File: src/rtl/sra_pkg.sv
package sra_pkg;

    typedef enum logic [1:0] {
        OC_DIRECT = 2'd0,
        OC_UNDEF  = 2'd1,
        OC_TRAP   = 2'd2,
        OC_REDIR  = 2'd3
    } outcome_e;

    typedef struct packed {
        outcome_e    kind;
        logic [1:0]  tgt_lvl;
    } verdict_t;

    typedef struct packed {
        logic       rev_a;
        logic       rev_b;
        logic       hyp_ctl;
        logic [2:0] nv;
        logic       trap_lower;
        logic       top_present;
        logic       sd_undef;
        logic       sd_undef_prio;
    } ctl_flags_t;

    localparam logic [1:0] LVL_USER  = 2'd0;
    localparam logic [1:0] LVL_OS    = 2'd1;
    localparam logic [1:0] LVL_HYP   = 2'd2;
    localparam logic [1:0] LVL_MON   = 2'd3;

    function automatic verdict_t mk_verdict(outcome_e k, logic [1:0] l);
        verdict_t v;
        v.kind    = k;
        v.tgt_lvl = l;
        return v;
    endfunction

    // Trap toward the highest level, or undefined when secure debug forbids it.
    function automatic verdict_t top_trap(logic sd_undef);
        return sd_undef ? mk_verdict(OC_UNDEF, 2'd0) : mk_verdict(OC_TRAP, LVL_MON);
    endfunction

endpackage

File: src/rtl/sra_decide.sv
module sra_decide
    import sra_pkg::*;
(
    input  logic [1:0] level,
    input  ctl_flags_t fl,
    output verdict_t   verdict
);
    logic feat_ok;
    logic top_claims;

    assign feat_ok    = (fl.rev_a | fl.rev_b) & fl.hyp_ctl;
    assign top_claims = fl.top_present & fl.trap_lower;

    always_comb begin
        verdict = mk_verdict(OC_UNDEF, 2'd0);
        if (feat_ok) begin
            unique case (level)
                LVL_USER: verdict = mk_verdict(OC_UNDEF, 2'd0);
                LVL_OS: begin
                    if (fl.nv[0] && fl.nv[2])
                        verdict = mk_verdict(OC_REDIR, 2'd0);
                    else if (fl.nv[0])
                        verdict = top_claims ? top_trap(fl.sd_undef)
                                             : mk_verdict(OC_TRAP, LVL_HYP);
                    else
                        verdict = mk_verdict(OC_UNDEF, 2'd0);
                end
                LVL_HYP: begin
                    if (top_claims && fl.sd_undef_prio)
                        verdict = mk_verdict(OC_UNDEF, 2'd0);
                    else if (top_claims)
                        verdict = top_trap(fl.sd_undef);
                    else
                        verdict = mk_verdict(OC_DIRECT, 2'd0);
                end
                default: verdict = mk_verdict(OC_DIRECT, 2'd0);
            endcase
        end
    end
endmodule

File: src/rtl/sra_entry_mask.sv
module sra_entry_mask #(
    parameter int ENTRY_CNT = 32,
    parameter int GRP_SIZE  = 4,
    parameter int CAP_W     = 3
) (
    input  logic [CAP_W-1:0]     cap,
    output logic [ENTRY_CNT-1:0] mask
);
    localparam int NUM_GRP = ENTRY_CNT / GRP_SIZE;

    for (genvar g = 0; g < NUM_GRP; g++) begin : g_grp
        logic grp_on;
        assign grp_on = (int'(cap) >= g);
        assign mask[g*GRP_SIZE +: GRP_SIZE] = {GRP_SIZE{grp_on}};
    end
endmodule

File: src/rtl/sra_valid_store.sv
module sra_valid_store #(
    parameter int ENTRY_CNT = 32
) (
    input  logic                 clk,
    input  logic                 rst,
    input  logic                 wr_en,
    input  logic [ENTRY_CNT-1:0] wr_bits,
    input  logic [ENTRY_CNT-1:0] wr_mask,
    output logic [ENTRY_CNT-1:0] q
);
    always_ff @(posedge clk) begin
        if (rst)
            q <= '0;
        else if (wr_en)
            q <= wr_bits & wr_mask;
    end
endmodule

File: src/rtl/sysreg_access_ctrl.sv
module sysreg_access_ctrl
    import sra_pkg::*;
#(
    parameter int               REG_W      = 64,
    parameter int               ENTRY_CNT  = 32,
    parameter int               GRP_SIZE   = 4,
    parameter int               CAP_W      = 3,
    parameter int               OFS_W      = 16,
    parameter logic [15:0]      REDIR_OFS  = 16'h0938,
    parameter logic [5:0]       TRAP_CLASS = 6'h18
) (
    input  logic             clk,
    input  logic             rst,
    input  logic             req_valid,
    input  logic             req_write,
    input  logic [REG_W-1:0] req_wdata,
    input  logic [1:0]       req_level,
    input  logic             feat_rev_a,
    input  logic             feat_rev_b,
    input  logic             cap_hyp_ctl,
    input  logic [CAP_W-1:0] cap_groups,
    input  logic [2:0]       nv_ctl,
    input  logic             top_trap_lower,
    input  logic             top_present,
    input  logic             sdbg_undef,
    input  logic             sdbg_undef_prio,
    output logic             out_valid,
    output logic [1:0]       out_kind,
    output logic [REG_W-1:0] rd_data,
    output logic [1:0]       trap_level,
    output logic [5:0]       trap_class,
    output logic             mem_req,
    output logic             mem_write,
    output logic [OFS_W-1:0] mem_offset,
    output logic [REG_W-1:0] mem_wdata
);
    localparam int PAD_W = REG_W - ENTRY_CNT;

    ctl_flags_t             flags;
    verdict_t               verdict;
    logic [ENTRY_CNT-1:0]   live_mask;
    logic [ENTRY_CNT-1:0]   valid_q;
    logic                   is_direct;
    logic                   is_trap;
    logic                   is_redir;
    logic                   wr_en;

    always_comb begin
        flags.rev_a         = feat_rev_a;
        flags.rev_b         = feat_rev_b;
        flags.hyp_ctl       = cap_hyp_ctl;
        flags.nv            = nv_ctl;
        flags.trap_lower    = top_trap_lower;
        flags.top_present   = top_present;
        flags.sd_undef      = sdbg_undef;
        flags.sd_undef_prio = sdbg_undef_prio;
    end

    sra_decide u_decide (
        .level   (req_level),
        .fl      (flags),
        .verdict (verdict)
    );

    sra_entry_mask #(
        .ENTRY_CNT (ENTRY_CNT),
        .GRP_SIZE  (GRP_SIZE),
        .CAP_W     (CAP_W)
    ) u_mask (
        .cap  (cap_groups),
        .mask (live_mask)
    );

    assign is_direct = req_valid && (verdict.kind == OC_DIRECT);
    assign is_trap   = req_valid && (verdict.kind == OC_TRAP);
    assign is_redir  = req_valid && (verdict.kind == OC_REDIR);
    assign wr_en     = is_direct && req_write;

    sra_valid_store #(
        .ENTRY_CNT (ENTRY_CNT)
    ) u_store (
        .clk     (clk),
        .rst     (rst),
        .wr_en   (wr_en),
        .wr_bits (req_wdata[ENTRY_CNT-1:0]),
        .wr_mask (live_mask),
        .q       (valid_q)
    );

    assign out_valid  = req_valid;
    assign out_kind   = req_valid ? verdict.kind : OC_DIRECT;
    assign rd_data    = (is_direct && !req_write)
                        ? {{PAD_W{1'b0}}, valid_q & live_mask} : '0;
    assign trap_level = is_trap ? verdict.tgt_lvl : 2'd0;
    assign trap_class = is_trap ? TRAP_CLASS : 6'd0;
    assign mem_req    = is_redir;
    assign mem_write  = is_redir && req_write;
    assign mem_offset = is_redir ? REDIR_OFS[OFS_W-1:0] : '0;
    assign mem_wdata  = (is_redir && req_write) ? req_wdata : '0;

endmodule

File: config.mk
export PLATFORM = sky130hd
export DESIGN_NAME = sysreg_access_ctrl
export DESIGN_NICKNAME = d
export VERILOG_FILES = /design/src/rtl/sra_pkg.sv /design/src/rtl/sra_decide.sv /design/src/rtl/sra_entry_mask.sv /design/src/rtl/sra_valid_store.sv /design/src/rtl/sysreg_access_ctrl.sv
export SDC_FILE = /design/constraint.sdc
export NUM_CORES = 1
export LEC_CHECK = 0
export CAP_MARGIN = 20
export CORE_AREA = 5 5 115 117
export CTS_BUF_LIST = sky130_fd_sc_hd__clkbuf_8
export DETAILED_ROUTE_END_ITERATION = 10
export DIE_AREA = 0 0 120 122
export GPL_TIMING_DRIVEN = 0
export PLACE_DENSITY = 0.6
export REMOVE_ABC_BUFFERS = 1
export SYNTH_ARGS = -nofsm -noshare
export SYNTH_HDL_FRONTEND = slang
export SYNTH_SLANG_ARGS = --single-unit
File: constraint.sdc
create_clock -name clk -period 4.8 [get_ports clk]
set_clock_uncertainty 0.05 [all_clocks]
set_input_delay 0.72 -clock clk [delete_from_list [all_inputs] [get_ports clk]]
set_output_delay 0.72 -clock clk [all_outputs]
set_load 0.02 [all_outputs]
==> summary.md <==
| Metric | Value |
|---|---|
| Outcome | `completed` |
| Hold buffer count at cts | `0` |
| R2R setup slack | `~4.1 ns` |
| R2R Path End | `u_store.q[26]$_SDFFE_PP0P_` |
| Tot Pwr | `0.7137 mW` |
| Synth Instances | `360` |
| Die W | `around 120 um` |
| Period utilisation layout | `0.9213` |
| Synthesis Warnings | `0` |
| Final Hold Viols | `0` |
| DP Area | `between 0.004 and 0.005 mm^2` |
| Drt pass-1 iters | `4` |
| Drt wl/cell | `between 10 and 15 um` |
| Most frequent CP cell | `clkdlybuf4s50_1` |
| Min-delay worst type | `flop to flop` |
| Longest Clk Path Bufs | `2` |
| FFs w/ async S/R, synth | `0` |
| Ranking of synthesized cells by area | `dfxtp_1 22%, buf_4 16%, and2_1 15%` |
| CTS H-tree lvls | `2` |
| Rows | `41` |
| Startpoint types | `input pin` |
| Crit. Startpoint | `sdbg_undef` |
| Final instance area | `0.004903 mm^2` |
| Die span in y | `~120 um` |
| Seq/Total Area, Yosys | `0.2192` |
| CTS clk-pin slew, worst paths | `0.07 ns` |
| #FFs+latches synth | `32` |
| CP max-delay cell | `or3_2` |
| CP arrival | `approximately 3.7 ns` |
| Final Wtd Congestion | `approximately 0.74` |
| Fmax achieved | `between 0.2 and 0.25 GHz` |
| Slew HR | `0.4652` |
| Pin count of the biggest net entering global routing | `33` |
| Min cycle time layout | `~4.4 ns` |
| R2R depth | `2` |
| DP HPWL | `slightly above 8000 um` |
| PwrDens | `between 100 and 150 mW/mm^2` |
| Fin cells | `around 680` |
| # IOs | `240` |
| Vias in the first global route | `just over 3k` |
| Vias per std cell | `4.265` |
| Worst Path Required | `roughly 4 ns` |
| GRT Util Overall | `0.1316` |
| VDD IR max | `~96 uV` |
| CP Class | `input pin to output port` |
| Number of nets in the layout | `616` |
| # setup viols final | `0` |
| Synthesized area per cell | `roughly 8.1 um^2` |
| Number of flops mapped to enable cells by yosys | `0` |
| Detail Route Antenna Nets | `0` |
| Crit path cell chain | `clkdlybuf4s50_1 > o211a_1 > a21o_1 > or3_2 > nor4b_1 > clkdlybuf4s50_1` |
| Initial antenna violation count | `0` |
| Max reg flops | `32` |
| Most flop-heavy register | `u_store.q` |
| Biggest regs | `u_store.q: 32 flops` |
| CTS root buffer | `clkbuf_8` |
| Setup bufs post-CTS | `0` |
| Die area | `between 0.01 and 0.015 mm^2` |
| Crit-path max FO | `32` |
| Synth Flop Type | `dfxtp_1` |
| CP Capture Type | `output port` |
| Area of the mapped netlist | `0.002923 mm^2` |
| CTS sink count | `32` |
| Reg2reg start | `u_store.q[26]$_SDFFE_PP0P_` |
| Antenna Cells | `0` |
| TritonCTS clock tree | `built` |
| First-pass GRT wire length | `between 15000 and 20000 um` |
| Post-Route WL | `10030 um` |
| Top-area cell type share of the netlist area | `0.2192` |
| RSZ-0062 raised after global routing | `no` |
| IO Port Bufs | `approximately 190` |
| CP endpoint | `rd_data[4]` |
| Worst path max stage delay | `0.78 ns` |
| Num CTS Buffers | `5` |
| Max_cap viols | `0` |
| Leakage dissipation | `around 1.7 nW` |
| Starting density of the core | `0.2384` |
| WHS | `~0.42 ns` |
| DRT iter0 DRCs | `160` |
| DRC viols | `0` |
| CTS-repair resized insts | `0` |
| Area leader, netlist | `dfxtp_1` |
| Area growth from synthesis to layout | `67.77%` |
| Vias | `between 2k and 3k` |
| Actual slew at the worst max-slew pin | `approximately 0.8 ns` |
| Max-slew violations | `0` |
| Placed Cells | `676` |
| Post-synthesis cell type count | `37` |
| Layout fillers | `1223` |
| Grt ovf | `0` |
| Setup TNS | `0 ns` |
| Core Box Area | `0.01226 mm^2` |
| Clock latency at the later pin of the worst-skew pair | `roughly 0.28 ns` |
| Fraction of layout cells with a size suffix above 1 | `0.07303` |
-- area by class of cell --
cell class	count	area, um^2	area share
inverter	2	7.507	0.001531
timing repair buffer	200	2037	0.4154
tap	150	187.7	0.03828
multi-input combinational	292	1923	0.3922
clock inverter	3	38.79	0.007910
sequential	32	640.6	0.1306
clock buffer	5	68.82	0.01403
-- worst max-delay path, delay by kind of cell --
kind	cells	cell delay [ns]
AO/OA/AOI/OAI	2	0.54
buffers and inverters	2	1.18
AND/OR/NAND/NOR	2	1.18
-- logic make-up after synthesis --
| kind of cell | after synthesis | share of synthesized area |
|---|---|---|
| buffers and inverters | 82 | 0.1909 |
| and+or+nand+nor | 198 | 0.4444 |
| muxes | 29 | 0.09932 |
| DFF | 32 | 0.2192 |
| AOI/OAI and AO/OA | 18 | 0.04495 |
| other | 1 | 0.001283 |
-- per-layer routing --
metal,routed length [um],track usage,vias up,part of all wire
met4,34,0.01718,0,0.0034
met3,685,0.03668,4,0.068
met1,4333,0.1634,1355,0.43
li1,-,-,1452,-
met5,0,0,-,0
met2,4975,0.2332,106,0.50
-- synth_stat cells (5+ instances only) --
library cell / n
nand3_1: 8
dfxtp_1: 32
nor3b_1: 5
nand2_1: 25
clkbuf_1: 12
and2_1: 69
nand2b_1: 33
nor2_1: 6
a21oi_1: 6
nor3_1: 11
nor4b_2: 13
buf_2: 5
mux2i_1: 29
buf_4: 61
-- stage by stage --
stage	worst slack (ns)	util
6_report	0.3776	0.3999
5_1_grt	0.1670	0.3999
4_1_cts	0.3546	0.3999
3_5_place_dp	0.3812	0.3912
3_3_place_gp	-2.360	0.3788
2_1_floorplan	0.04538	-
-- worst min-delay path by stage --
stage / startpoint / endpoint / slack, ns / cells after the start
6_report: u_store.q[2]$_SDFFE_PP0P_ / u_store.q[2]$_SDFFE_PP0P_ / 0.42 / 2
5_1_grt: u_store.q[14]$_SDFFE_PP0P_ / u_store.q[14]$_SDFFE_PP0P_ / 0.44 / 2
4_1_cts: u_store.q[5]$_SDFFE_PP0P_ / u_store.q[5]$_SDFFE_PP0P_ / 0.42 / 2
3_5_place_dp: u_store.q[15]$_SDFFE_PP0P_ / u_store.q[15]$_SDFFE_PP0P_ / 0.41 / 2
3_3_place_gp: u_store.q[0]$_SDFFE_PP0P_ / u_store.q[0]$_SDFFE_PP0P_ / 0.40 / 2
2_1_floorplan: u_store.q[24]$_SDFFE_PP0P_ / u_store.q[24]$_SDFFE_PP0P_ / 0.38 / 2
-- report_power, final --
group | switching [mW] | internal [mW] | leakage (nW)
Clock | 0.105 | 0.152 | 0.0593
Sequential | 0.00141 | 0.268 | 0.258
Combinational | 0.0966 | 0.0905 | 1.39
Total | 0.203 | 0.511 | 1.71
-- cells in the final DEF, fill, tap and decap left out, types with 2 or more instances in the layout --
| cell type | n |
|---|---|
| dfxtp_1 | 32 |
| nor3b_1 | 5 |
| buf_8 | 3 |
| o31ai_1 | 3 |
| conb_1 | 47 |
| nand2b_1 | 33 |
| nor4b_2 | 13 |
| a21o_1 | 2 |
| clkbuf_8 | 5 |
| inv_1 | 3 |
| clkdlybuf4s50_1 | 191 |
| nand4b_1 | 2 |
| and2_1 | 69 |
| a21oi_1 | 6 |
| nand3_1 | 8 |
| nand3b_1 | 4 |
| nor2_1 | 5 |
| nor4_1 | 4 |
| or4_1 | 3 |
| nand2_1 | 25 |
| and3b_1 | 3 |
| nor4b_1 | 4 |
| buf_6 | 4 |
| nor3_1 | 10 |
| mux2i_1 | 29 |
| or3b_2 | 4 |
No activity file was read; power rests on OpenSTA's default activity.
